## src/rtl/isc_pkg.sv

```systemverilog
package isc_pkg;

    // Register port geometry
    localparam int REG_ADDR_W  = 12;
    localparam int REG_DATA_W  = 32;
    localparam int BANK_LSB    = 7;
    localparam int BANK_W      = REG_ADDR_W - BANK_LSB;
    localparam int WORD_LSB    = 2;
    localparam int WORD_W      = BANK_LSB - WORD_LSB;

    // Bank codes taken from bus_addr[11:7]
    localparam logic [BANK_W-1:0] BANK_POL   = 5'd2;  // 0x100
    localparam logic [BANK_W-1:0] BANK_MODE  = 5'd3;  // 0x180
    localparam logic [BANK_W-1:0] BANK_DUAL  = 5'd4;  // 0x200
    localparam logic [BANK_W-1:0] BANK_SWTRG = 5'd5;  // 0x280
    localparam logic [BANK_W-1:0] BANK_MCLR  = 5'd6;  // 0x300
    localparam logic [BANK_W-1:0] BANK_MSET  = 5'd7;  // 0x380
    localparam logic [BANK_W-1:0] BANK_MVIEW = 5'd8;  // 0x400
    localparam logic [BANK_W-1:0] BANK_PVIEW = 5'd9;  // 0x480

    // Software trigger word fields
    localparam int SWTRG_SET_BIT = 31;
    localparam int SWTRG_NUM_W   = 8;

    typedef enum logic {
        LN_QUIET   = 1'b0,
        LN_LATCHED = 1'b1
    } line_state_e;

endpackage

```

## src/rtl/isc_sync.sv

```systemverilog
module isc_sync #(
    parameter int WIDTH  = 8,
    parameter int STAGES = 2
) (
    input  logic             clk,
    input  logic             rst_n,
    input  logic [WIDTH-1:0] async_in,
    output logic [WIDTH-1:0] sync_out
);

    logic [WIDTH-1:0] chain_q [STAGES];

    generate
        for (genvar s = 0; s < STAGES; s++) begin : g_stage
            if (s == 0) begin : g_first
                always_ff @(posedge clk or negedge rst_n) begin
                    if (!rst_n) chain_q[s] <= '0;
                    else        chain_q[s] <= async_in;
                end
            end else begin : g_next
                always_ff @(posedge clk or negedge rst_n) begin
                    if (!rst_n) chain_q[s] <= '0;
                    else        chain_q[s] <= chain_q[s-1];
                end
            end
        end
    endgenerate

    assign sync_out = chain_q[STAGES-1];

endmodule

```

## src/rtl/isc_line.sv

```systemverilog
module isc_line
    import isc_pkg::*;
(
    input  logic clk,
    input  logic rst_n,
    input  logic sync_in,
    input  logic cfg_pol,
    input  logic cfg_edge,
    input  logic cfg_dual,
    input  logic sw_set,
    input  logic sw_clr,
    output logic pend
);

    line_state_e st_q, st_d;
    logic        prev_q;
    logic        rise, fall, hit;

    // Previous synchronised sample for edge detection
    always_ff @(posedge clk or negedge rst_n) begin
        if (!rst_n) prev_q <= 1'b0;
        else        prev_q <= sync_in;
    end

    assign rise = sync_in & ~prev_q;
    assign fall = ~sync_in & prev_q;
    assign hit  = cfg_dual ? (rise | fall) : (cfg_pol ? rise : fall);

    // State register
    always_ff @(posedge clk or negedge rst_n) begin
        if (!rst_n) st_q <= LN_QUIET;
        else        st_q <= st_d;
    end

    // Next state: flush while level, arm on edge or set, release on clear
    always_comb begin
        st_d = st_q;
        if (!cfg_edge) begin
            st_d = LN_QUIET;
        end else begin
            unique case (st_q)
                LN_QUIET:   if (hit || sw_set)  st_d = LN_LATCHED;
                LN_LATCHED: if (sw_clr && !hit) st_d = LN_QUIET;
                default:    st_d = LN_QUIET;
            endcase
        end
    end

    // Output: latch for edge lines, polarity-matched input for level lines
    always_comb begin
        if (cfg_edge) pend = (st_q == LN_LATCHED);
        else          pend = (sync_in == cfg_pol);
    end

endmodule

```

## src/rtl/isc_regfile.sv

```systemverilog
module isc_regfile
    import isc_pkg::*;
#(
    parameter int NUM_LINES = 40
) (
    input  logic                  clk,
    input  logic                  rst_n,
    input  logic                  bus_wr,
    input  logic [REG_ADDR_W-1:0] bus_addr,
    input  logic [REG_DATA_W-1:0] bus_wdata,
    output logic [REG_DATA_W-1:0] bus_rdata,
    input  logic [NUM_LINES-1:0]  pend_vec,
    output logic [NUM_LINES-1:0]  pol_vec,
    output logic [NUM_LINES-1:0]  trig_vec,
    output logic [NUM_LINES-1:0]  dual_vec,
    output logic [NUM_LINES-1:0]  mask_vec,
    output logic [NUM_LINES-1:0]  sw_set_vec,
    output logic [NUM_LINES-1:0]  sw_clr_vec
);

    localparam int NUM_WORDS = (NUM_LINES + REG_DATA_W - 1) / REG_DATA_W;
    localparam int PAD_W     = NUM_WORDS * REG_DATA_W;
    localparam int IDX_W     = WORD_W + 5;

    logic [BANK_W-1:0] bank_sel;
    logic [WORD_W-1:0] word_sel;
    logic              word_ok;
    logic              swtrg_wr;
    logic [SWTRG_NUM_W-1:0] swtrg_num;

    assign bank_sel  = bus_addr[REG_ADDR_W-1:BANK_LSB];
    assign word_sel  = bus_addr[BANK_LSB-1:WORD_LSB];
    assign word_ok   = ({{(32-WORD_W){1'b0}}, word_sel} < 32'(NUM_WORDS));
    assign swtrg_wr  = bus_wr && (bank_sel == BANK_SWTRG);
    assign swtrg_num = bus_wdata[SWTRG_NUM_W-1:0];

    // Per-line configuration and mask storage
    generate
        for (genvar j = 0; j < NUM_LINES; j++) begin : g_bit
            localparam int W = j / REG_DATA_W;
            localparam int B = j % REG_DATA_W;
            logic hit_word;
            assign hit_word = bus_wr && (word_sel == WORD_W'(W));

            always_ff @(posedge clk or negedge rst_n) begin
                if (!rst_n) begin
                    pol_vec[j]  <= 1'b0;
                    trig_vec[j] <= 1'b0;
                    dual_vec[j] <= 1'b0;
                    mask_vec[j] <= 1'b0;
                end else if (hit_word) begin
                    if (bank_sel == BANK_POL)  pol_vec[j]  <= bus_wdata[B];
                    if (bank_sel == BANK_MODE) trig_vec[j] <= bus_wdata[B];
                    if (bank_sel == BANK_DUAL) dual_vec[j] <= bus_wdata[B];
                    if (bank_sel == BANK_MCLR && bus_wdata[B]) mask_vec[j] <= 1'b0;
                    if (bank_sel == BANK_MSET && bus_wdata[B]) mask_vec[j] <= 1'b1;
                end
            end

            // Software trigger decode for this line
            assign sw_set_vec[j] = swtrg_wr && (swtrg_num == SWTRG_NUM_W'(j))
                                   && bus_wdata[SWTRG_SET_BIT];
            assign sw_clr_vec[j] = swtrg_wr && (swtrg_num == SWTRG_NUM_W'(j))
                                   && !bus_wdata[SWTRG_SET_BIT];
        end
    endgenerate

    // Read-back mux
    logic [PAD_W-1:0] src_pad;
    logic [IDX_W-1:0] base_idx;

    assign base_idx = {word_sel, 5'b0};

    always_comb begin
        case (bank_sel)
            BANK_POL:   src_pad = PAD_W'(pol_vec);
            BANK_MODE:  src_pad = PAD_W'(trig_vec);
            BANK_DUAL:  src_pad = PAD_W'(dual_vec);
            BANK_MVIEW: src_pad = PAD_W'(mask_vec);
            BANK_PVIEW: src_pad = PAD_W'(pend_vec);
            default:    src_pad = '0;
        endcase
        bus_rdata = '0;
        if (word_ok) bus_rdata = src_pad[base_idx +: REG_DATA_W];
    end

endmodule

```

## src/rtl/isc_top.sv

```systemverilog
module isc_top
    import isc_pkg::*;
#(
    parameter int NUM_LINES   = 40,
    parameter int SYNC_STAGES = 2
) (
    input  logic                  clk,
    input  logic                  rst_n,
    input  logic [NUM_LINES-1:0]  irq_in,
    input  logic                  bus_wr,
    input  logic [REG_ADDR_W-1:0] bus_addr,
    input  logic [REG_DATA_W-1:0] bus_wdata,
    output logic [REG_DATA_W-1:0] bus_rdata,
    output logic [NUM_LINES-1:0]  irq_out
);

    logic [NUM_LINES-1:0] sync_vec;
    logic [NUM_LINES-1:0] pend_vec;
    logic [NUM_LINES-1:0] pol_vec;
    logic [NUM_LINES-1:0] trig_vec;
    logic [NUM_LINES-1:0] dual_vec;
    logic [NUM_LINES-1:0] mask_vec;
    logic [NUM_LINES-1:0] sw_set_vec;
    logic [NUM_LINES-1:0] sw_clr_vec;

    isc_sync #(
        .WIDTH  (NUM_LINES),
        .STAGES (SYNC_STAGES)
    ) sync_i (
        .clk      (clk),
        .rst_n    (rst_n),
        .async_in (irq_in),
        .sync_out (sync_vec)
    );

    isc_regfile #(
        .NUM_LINES (NUM_LINES)
    ) regs_i (
        .clk        (clk),
        .rst_n      (rst_n),
        .bus_wr     (bus_wr),
        .bus_addr   (bus_addr),
        .bus_wdata  (bus_wdata),
        .bus_rdata  (bus_rdata),
        .pend_vec   (pend_vec),
        .pol_vec    (pol_vec),
        .trig_vec   (trig_vec),
        .dual_vec   (dual_vec),
        .mask_vec   (mask_vec),
        .sw_set_vec (sw_set_vec),
        .sw_clr_vec (sw_clr_vec)
    );

    generate
        for (genvar n = 0; n < NUM_LINES; n++) begin : g_line
            isc_line line_i (
                .clk      (clk),
                .rst_n    (rst_n),
                .sync_in  (sync_vec[n]),
                .cfg_pol  (pol_vec[n]),
                .cfg_edge (trig_vec[n]),
                .cfg_dual (dual_vec[n]),
                .sw_set   (sw_set_vec[n]),
                .sw_clr   (sw_clr_vec[n]),
                .pend     (pend_vec[n])
            );
        end
    endgenerate

    assign irq_out = pend_vec & mask_vec;

endmodule

```

## config.mk

```make
export PLATFORM = sky130hd
export DESIGN_NAME = isc_top
export DESIGN_NICKNAME = d
export VERILOG_FILES = /design/src/rtl/isc_pkg.sv /design/src/rtl/isc_sync.sv /design/src/rtl/isc_line.sv /design/src/rtl/isc_regfile.sv /design/src/rtl/isc_top.sv
export SDC_FILE = /design/constraint.sdc
export NUM_CORES = 1
export LEC_CHECK = 0
export ABC_AREA = 1
export ABC_CLOCK_PERIOD_IN_PS = 1500
export BUFFER_PORTS_ARGS = -buffer_cell sky130_fd_sc_hd__buf_2
export CAP_MARGIN = 30
export CORE_ASPECT_RATIO = 0.75
export CORE_MARGIN = 4
export CORE_UTILIZATION = 40
export CTS_CLUSTER_SIZE = 30
export DETAILED_ROUTE_END_ITERATION = 10
export PLACE_DENSITY = 0.65
export SETUP_SLACK_MARGIN = 0.15
export SLEW_MARGIN = 20
export SYNTH_ARGS = -nofsm -noshare
export SYNTH_HDL_FRONTEND = slang
export SYNTH_SLANG_ARGS = --single-unit
```

## constraint.sdc

```tcl
create_clock -name clk -period 1.5 [get_ports clk]
set_input_delay 0.15 -clock clk [delete_from_list [all_inputs] [get_ports clk]]
set_output_delay 0.15 -clock clk [all_outputs]
set_load 0.01 [all_outputs]
```

; ---- Yosys cells after proc, flatten, opt, wreduce, memory -nomap -nowiden
; Cells that the tools add are included.
; Widths: inputs -> output; s select.
[word_totals]
elab_cells = 1307
output_inout_bits = 72
in_bits = 87
ff_bits = 320
[op_classes]
muxes = 346
shifts = 1
magnitude_cmp = 1
bitwise = 241
reduce_logical = 388
eq_ne = 88
[ops]
columns = op, count
row1 = $mux 1, 304
row2 = $logic_and 1x1->1, 227
row3 = $pmux 40 s5, 1
row4 = $eq 8x5->1 const B, 16
row5 = $not 1->1, 120
row6 = $reduce_and 2->1, 46
row7 = $and 1x1->1, 80
row8 = $pmux 1 s2, 40
row9 = $eq 8x4->1 const B, 8
row10 = $eq 8x6->1 const B, 8
row11 = $reduce_bool 2->1, 32
row12 = $shiftx 64x11->32, 1
row13 = $logic_not 1->1, 41
row14 = $and 40x40->40, 1
row15 = $eq 1x1->1, 40
row16 = $logic_or 1x1->1, 40
row17 = $or 1x1->1, 40
row18 = $eq 8x3->1 const B, 4
row19 = $mux 32, 1
row20 = $eq 5x3->1 const B, 4
row21 = $eq 8x2->1 const B, 2
row22 = $eq 5x2->1 const B, 2
row23 = $eq 5x4->1 const B, 2
row24 = $eq 8x1->1 const B, 1
row25 = 4 further kinds, 4

; ---- Longest topological paths before layout
; Gate-level depths: netlist of the first run.
[logic_depth]
ltp_word = 9
mapped_depth = 10
mapped_depth_nobuf = 10

; ---- By module
; From an unflattened synthesis of the first run, not the netlist that was laid out.
[unflattened]
hier_cells = 2472
hier_area_um2 = 17962.2
[modules_own_cells]
columns = mod, cells_per_inst, area_each_um2, n_inst, seq_area_each_um2
row1 = isc_regfile, 1232, 8603.3, 1, 4003.8
row2 = isc_line, 26, 168.9, 40, 50.0
row3 = isc_sync, 120, 2302.2, 1, 2001.9
row4 = isc_top, 80, 300.3, 1, 0.0

; ---- Worst setup path after synthesis of the first run
; No wires, ideal clock.
[synth_timing]
path_type = in2out
start = in bus_addr[8]
end = out bus_rdata[0]
n_path_buf = 1
setup_slack_ns = 0.078
t_required_ns = 1.350
cell_stages = 10
arrival_time_ns = 1.272
path_cell_list = inv_1 > buf_4 > nand3_1 > nor2_2 > inv_2 > nand2_1 > nor2_1 > nor2_2 > nand2_1 > nor2_1
[synth_via]
elab_chain_cells = 4
elab_cells_between_ends = 8
classes_between = 5 x eq/ne / 1 x shift / 2 x mux
[synth_rtl]
columns = item, line
row1 = start: declaration, isc_top.sv:11  ; input logic [REG_ADDR_W-1:0] bus_addr,
row2 = $eq 5x4->1 (tied with other cells), isc_regfile.sv:75  ; case (bank_sel)
row3 = $pmux 40 s5 *, isc_regfile.sv:75
row4 = $shiftx 64x11->32 *, isc_regfile.sv:84  ; if (word_ok) bus_rdata = src_pad[base_idx +: REG_DATA_W];
row5 = $mux 32 *, isc_regfile.sv:84
row6 = end: declaration, isc_top.sv:13  ; output logic [REG_DATA_W-1:0] bus_rdata,
; Every way passes the cells marked *; elsewhere a longest branch is shown, timed or not.

; ---- Final worst setup path of the first run
[layout_timing]
start = reg sync_i.chain_q (netlist bit sync_i.sync_out[16])
end = out bus_rdata[16]
[layout_via]
elab_chain_cells = 5
[layout_rtl]
columns = item, line
row1 = start: declaration, isc_sync.sv:11  ; logic [WIDTH-1:0] chain_q [STAGES];
row2 = start signal: indexed assignment, isc_sync.sv:23  ; else chain_q[s] <= chain_q[s-1];
row3 = $eq 1x1->1, isc_line.sv:52  ; else pend = (sync_in == cfg_pol);
row4 = $mux 1, isc_line.sv:51  ; if (cfg_edge) pend = (st_q == LN_LATCHED);
row5 = $pmux 40 s5, isc_regfile.sv:75
row6 = $shiftx 64x11->32, isc_regfile.sv:84
row7 = $mux 32, isc_regfile.sv:84
; No other way between the ends.

==> run_results.csv, run 1 <==
group,metric,value,unit
outcome,status,"finished with violations",
outcome,violations,"setup timing",
logic_synthesis,synthSimpleGateAreaFrac,24.6,%
timing,slew_violations,0,
logic_synthesis,post_synth_xor_area_fraction,1.68,%
timing,hold_viol,0,
logic_synthesis,netlist.area_leader.share,47.9,%
cts,cts_tree,"done",
cts,clockBufferDepth,3,
setup_path,end_kind,"output port",
grt,grt_pass1_vias,15899,
pwr,power-per-cell-area,863,mW/mm^2
logic_synthesis,synthAdderAreaFrac,5.98,%
timing,worstMarginPinSlew,0.475,ns
route,first_iter_violations,1297,
timing,holdWs,0.0419,ns
logic_synthesis,synth_ff_type,"dfrtp_1",
route,via_per_inst,5.05,
placed_design,dpl_worst_slack,-0.261,ns
logic_synthesis,synth_cell_types,33,
flow_run,drv_cap,0,
setup_path,reg2reg_slack,-0.29,ns
finish,fin_util,56.3,%
logic_synthesis,synthTopCellsByArea,"dfrtp_1 48%, nand2_1 14%, o21ai_0 6.7%",
timing,rsz0062_at_grt,"yes",
logic_synthesis,yosys.area.top_type,"dfrtp_1",
cts,clock_sinks,320,
grt,track_usage,24.3,%
route,drc,0,
grt,grt_max_degree,45,
logic_synthesis,synth_top_family_by_area,"simple AND/OR/NAND/NOR gates",
logic_synthesis,ys_seq_elements,320,
logic_synthesis,synth_edf_count,0,
logic_synthesis,synth_mux_area_share,0,%
route,drt_first_pass_iters,6,
logic_synthesis,synth.most_common_cell,"nand2_1",
grt,grt_pass1_wl,86500,um
placed_design,portBuffers,156,
min_path,hold_path_class,"in2reg",
timing,fmax,0.507,GHz
floorplan,fp.dieH,185,um
timing,fin_tns_setup,-19.35,ns
setup_path,cp.required,1.35,ns
cts,clock-root-buffer,"clkbuf_16",
timing,period_minus_slack,1.97,ns
route,via_count,15938,
logic_synthesis,ys_seq_area_share,47.9,%
placed_design,place_area,0.0196,sq mm
cts,insertion_delay,0.54,ns
logic_synthesis,syn-cell-area,0.0167,sq mm
finish,drive_above_1_share,28.2,%
pwr,power,20.0,mW
setup_path,crit_path_max_fanout,2,
setup_path,cp.arrival,1.82,ns
logic_synthesis,syn_nets,2295,
cts,numCtsBuffers,36,
timing,finalCritPeriodShare,131,%
pwr,leakage,11.3,nW
finish,fin_cells,3155,
logic_synthesis,synthCells,2128,
grt,overflow,0,
grt,antenna_found_initial,0,
placed_design,finalWeightedCongestion,0.907,
finish,design_area,0.0231,sq mm
setup_path,critPathLaunchType,"register",
logic_synthesis,postSynthAreaPerCell,7.86,sq um
floorplan,fp.coreArea,0.0411,sq mm
route,avgRoutedWirePerCell,17.8,um
pwr,ir_worst_vdd,0.658,mV
logic_synthesis,yosysWarnings,0,
timing,final.setup.worst_slack,-0.471,ns
logic_synthesis,synth_common_cells,"614 x nand2_1, 320 x dfrtp_1, 291 x inv_1",
finish,layout.nets,2732,
floorplan,boundaryPins,159,
route,drtAntennaViolNets,0,
floorplan,row_count,64,
cts,clkTransAtPathRegs,0.06,ns
finish,syn2layout_area_growth,38.3,%
timing,relSlewSlack,68.3,%
placed_design,dp_hpwl,38000,um
cts,h-tree-depth,2,
placed_design,place_inst,2926,
timing,setup_violations,73,
route,wl,56000,um
setup_path,crit_type,"reg2out",
logic_synthesis,async_reset_ff_share,100,%
logic_synthesis,synth_compound_area_share,11.0,%
floorplan,start_util,40.7,%
timing,skew,0.0257,ns
floorplan,die_w,244,um
floorplan,dieArea,0.0452,sq mm
[report_power, final]
group	internal (mW)	switching (mW)
Sequential	8.86	0.178
Combinational	0.874	1.15
Clock	5.24	3.66
Total	15.0	4.98
[flip-flops by register name, summed over array words and instances (netlist names)]
name / cells
regs_i.mask_vec: 40
regs_i.dual_vec: 40
regs_i.pol_vec: 40
sync_i.sync_out: 40
g_line.line_i.prev_q: 40
regs_i.trig_vec: 40
sync_i.chain_q: 40
g_line.line_i.st_q: 40
[area by class of cell]
| type | count | area (sq um) |
|---|---|---|
| fill | 3646 | 18000 |
| sequential | 320 | 8020 |
| multi-input combinational | 1439 | 8020 |
| timing repair buffer | 470 | 4080 |
| inverter | 298 | 1120 |
| clock buffer | 50 | 1040 |
| tap | 561 | 702 |
| clock inverter | 16 | 143 |
| antenna | 1 | 2.50 |
[cell families (layout without fill, tap and decap cells)]
logic type	Yosys count	count (layout)
other	0	1
and+or+nand+nor	970	970
AOI/OAI and AO/OA	357	357
adders and majority gates	80	80
xor gates and xnor gates	32	32
DFF	320	320
buffers and inverters	369	834
[final timing paths]
path,startpoint,end,cells past startpoint
min in group asynchronous,rst_n,regs_i.dual_vec[6]$_DFFE_PN0P_,2
hold / removal,bus_wdata[3],regs_i.mask_vec[35]$_DFFE_PN0P_,3
setup / recovery,sync_i.sync_out[16]$_DFF_PN0_,bus_rdata[16],6
max in group asynchronous,rst_n,regs_i.pol_vec[24]$_DFFE_PN0P_,3
hold reg to reg,sync_i.chain_q[57]$_DFF_PN0_,sync_i.sync_out[17]$_DFF_PN0_,0
setup reg to reg,sync_i.sync_out[39]$_DFF_PN0_,g_line[39].line_i.st_q$_DFF_PN0_,14
[layer usage]
metal / share of wire (%) / track usage, %
met1: 43 / 32.7
met2: 46 / 39.7
met3: 7.4 / 4.50
met4: 3.7 / 9.18
met5: 0 / 0
[what timing repair did]
item / 4_1_cts / 5_1_grt
endpoints found under the hold margin: 462 / 0
cloned: 0 / 0
pin swaps: 85 / 102
resized for setup: 131 / 227
setup buffers: 78 / 15
hold buffers: 69 / 0
setup endpoints to repair: 76 / 112
[layout by cell type, fill, tap and decap left out, types with 12 or more instances in the layout]
cell,count
nand2_1,577
dfrtp_1,309
inv_1,250
buf_4,175
o21ai_0,166
buf_2,131
nor2_1,106
o21ai_1,101
nand3_1,99
dlygate4sd3_1,69
ha_1,55
buf_6,55
nand4_1,48
inv_2,47
a21oi_2,44
nand2_2,40
buf_12,39
clkbuf_16,37
xor2_1,31
nor2_2,30
nor2_4,16
ha_4,15
o21ai_2,14
o21a_1,12
[critical path: stages, from the launching register on]
cell     delay, ns
dfrtp_1       0.43
xor2_1        0.17
nand2_1       0.07
o21a_1        0.19
nand2_1       0.08
a21oi_2       0.19
buf_2         0.16
No activity file was read; power rests on OpenSTA's default activity.
==> run 2: changes to the inputs <==
--- a/config.mk
+++ b/config.mk
@@ -5,16 +5,15 @@
 export SDC_FILE = /design/constraint.sdc
 export NUM_CORES = 1
 export LEC_CHECK = 0
-export ABC_AREA = 1
 export ABC_CLOCK_PERIOD_IN_PS = 1500
 export BUFFER_PORTS_ARGS = -buffer_cell sky130_fd_sc_hd__buf_2
 export CAP_MARGIN = 30
-export CORE_ASPECT_RATIO = 0.75
+export CORE_ASPECT_RATIO = 1.1
 export CORE_MARGIN = 4
-export CORE_UTILIZATION = 40
+export CORE_UTILIZATION = 43
 export CTS_CLUSTER_SIZE = 30
 export DETAILED_ROUTE_END_ITERATION = 10
-export PLACE_DENSITY = 0.65
+export PLACE_DENSITY = 0.68
 export SETUP_SLACK_MARGIN = 0.15
 export SLEW_MARGIN = 20
 export SYNTH_ARGS = -nofsm -noshare
==> run 2 against run 1 <==
Effect of this change: first-iteration DRC count shrank 40%; synthesized area shrank 5.4%; count of clock-buffer cells in the layout grew 2; clock power shrank 1%; total power shrank 0.18%; non-clock buffer count grew 95; die area shrank 12%; critical endpoint is now bus_rdata[6]; sequential cell count is the same; sequential share of layout area shrank 1.8 points; the flow still finishes with violations (setup timing); critical path depth is the same; fmax shrank 7.2%.
==> run_results.csv, run 2 <==
group,metric,value,unit
timing,period_minus_slack,2.12,ns
logic_synthesis,yosysWarnings,0,
placed_design,portBuffers,156,
route,drt_first_pass_iters,5,
logic_synthesis,synth.most_common_cell,"dfrtp_1",
timing,relSlewSlack,71.9,%
floorplan,fp.coreArea,0.0363,sq mm
timing,skew,0.00968,ns
setup_path,critPathLaunchType,"register",
setup_path,end_kind,"output port",
placed_design,dpl_worst_slack,-0.664,ns
pwr,p_switching,4.88,mW
logic_synthesis,netlist.area_leader.share,50.6,%
setup_path,cp.required,1.35,ns
pwr,leakage,11.5,nW
outcome,violations,"setup timing",
cts,clkTransAtPathRegs,0.06,ns
setup_path,cp.arrival,1.97,ns
timing,holdWs,0.101,ns
flow_run,drv_cap,0,
route,drtAntennaViolNets,0,
setup_path,crit_type,"reg2out",
finish,layout_common_cells,"314 x dfrtp_1, 217 x buf_4, 143 x mux2_2",
timing,rsz0062_at_grt,"yes",
logic_synthesis,synth_common_cells,"320 x dfrtp_1, 172 x mux2_2, 135 x nand2_1",
logic_synthesis,syn_nets,1573,
logic_synthesis,ys_seq_area_share,50.6,%
pwr,comb_power_share,10.5,%
cts,insertion_delay,0.53,ns
finish,syn2layout_area_growth,54.3,%
route,first_iter_violations,774,
outcome,status,"finished with violations",
timing,setup_violations,270,
route,avgRoutedWirePerCell,21.8,um
grt,grt_pass1_wl,79000,um
logic_synthesis,synth_ff_type,"dfrtp_1",
pwr,ir_worst_vdd,0.815,mV
timing,hold_viol,0,
grt,grt_pass1_vias,14024,
route,via_count,13503,
logic_synthesis,postSynthAreaPerCell,11.2,sq um
pwr,power-per-cell-area,816,mW/mm^2
cts,cts_tree,"done",
logic_synthesis,yosys.area.top_type,"dfrtp_1",
grt,antenna_found_initial,1,
grt,grt_max_degree,71,
finish,drive_above_1_share,51.7,%
route,wl,53500,um
finish,final_common_cell,"dfrtp_1",
placed_design,dp_hpwl,33100,um
floorplan,fp.dieH,209,um
logic_synthesis,syn-cell-area,0.0158,sq mm
placed_design,finalWeightedCongestion,0.901,
cts,clock-root-buffer,"clkbuf_16",
logic_synthesis,synth_edf_count,0,
cts,numCtsBuffers,36,
timing,worstMarginPinSlew,0.422,ns
grt,track_usage,25.1,%
logic_synthesis,ys_seq_elements,320,
cts,clockBufferDepth,3,
floorplan,start_util,43.6,%
cts,clock_sinks,320,
timing,slew_violations,0,
pwr,swShare,24.5,%
min_path,hold_path_class,"in2reg",
route,drc,0,
route,via_per_inst,5.50,
floorplan,die_w,191,um
logic_synthesis,synthCells,1406,
timing,final.setup.worst_slack,-0.623,ns
pwr,clockPowerShare,44.0,%
setup_path,crit_path_max_fanout,2,
cts,h-tree-depth,2,
pwr,intPower,15.0,mW
floorplan,row_count,73,
pwr,p_seq_share,45.5,%
floorplan,boundaryPins,159,
logic_synthesis,synth_cell_types,57,
logic_synthesis,synthTopCellsByArea,"dfrtp_1 51%, mux2_2 12%, ha_1 6.3%",
grt,overflow,0,
timing,finalCritPeriodShare,142,%
floorplan,dieArea,0.0399,sq mm
logic_synthesis,async_reset_ff_share,100,%
finish,layout.nets,2112,
timing,fmax,0.471,GHz
## run 2: cell types whose count changed in the layout (fill, tap and decap cells not counted), sizes merged, moves of 96 or more
cell and change:
nand2 -485, buf +96, o21ai -228, nand3 -106, nor2 -103, mux2 +176, inv -214
## run 2: final timing paths
check	start	endpoint	slack, ns	cells after the start
min reg2reg	sync_i.chain_q[59]$_DFF_PN0_	sync_i.sync_out[19]$_DFF_PN0_	0.34	0
max in group asynchronous	rst_n	regs_i.pol_vec[1]$_DFFE_PN0P_	0.59	3
max	regs_i.mask_vec[6]$_DFFE_PN0P_	bus_rdata[6]	-0.62	6
min in group asynchronous	rst_n	regs_i.trig_vec[32]$_DFFE_PN0P_	0.13	2
max reg2reg	sync_i.sync_out[39]$_DFF_PN0_	g_line[39].line_i.st_q$_DFF_PN0_	-0.08	8
min	bus_wdata[5]	regs_i.trig_vec[37]$_DFFE_PN0P_	0.10	3
## run 2: kinds of logic after synthesis
kind of cell / share of synthesized area [%]
AO/OA/AOI/OAI: 13.5
XOR/XNOR: 2.22
adder cells (fa/ha/maj): 6.33
buffers and inverters: 3.70
flip-flops: 50.6
multiplexers: 13.8
AND/OR/NAND/NOR: 9.85
## run 2: worst max-delay path, cell delays in order (launching register included)
cell,delay [ns]
dfrtp_1,0.35
nand3b_1,0.09
a2111oi_2,0.37
buf_4,0.17
nor4_2,0.04
a311oi_2,0.23
buf_2,0.18
## run 2: routing by layer
layer  track usage, %  up-vias  wire (um)
li1                 -     6054          -
met1             32.7     6831      21600
met2             42.9      469      26500
met3             4.34      149       3270
met4             7.80        0       2190
met5                0        -          0
## run 2: per-stage QoR
stage	power [mW]	cell area, sq um	TNS (ns)	instances	util (%)
after floorplan	9.83	16400	-36.08	1406	-
after detailed placement	10.7	19400	-104.37	2197	53.6
after global routing	20.6	24400	-69.57	2457	67.3
after CTS	19.9	23100	-33.65	2402	63.7
after global placement	10.7	19400	-104.96	2197	53.6
final	19.9	24400	-59.74	2457	67.3
## run 2: power by group through the flow
stage / logic (mW) / registers, mW / clock network (mW)
after floorplan: 0.664 / 9.16 / 0
after global placement: 1.47 / 9.19 / 0
after detailed placement: 1.52 / 9.20 / 0
after CTS: 1.92 / 9.04 / 8.90
after global routing: 2.27 / 9.08 / 9.29
final: 2.10 / 9.06 / 8.77
## run 2: repair_timing
action	in CTS	in global routing
endpoints found under the hold margin	450	0
cloned	10	6
setup buffers	69	48
gates resized for setup	287	218
hold buffers	64	0
endpoints found under the setup margin	201	272
pin swaps	131	107
## run 2: layout make-up
cell class	count	area, sq um
sequential	320	8020
clock buffer	52	1080
inverter	85	334
clock inverter	10	78.8
tap	487	609
fill	2543	11900
timing repair buffer	565	5340
multi-input combinational	937	8940
antenna	1	2.50
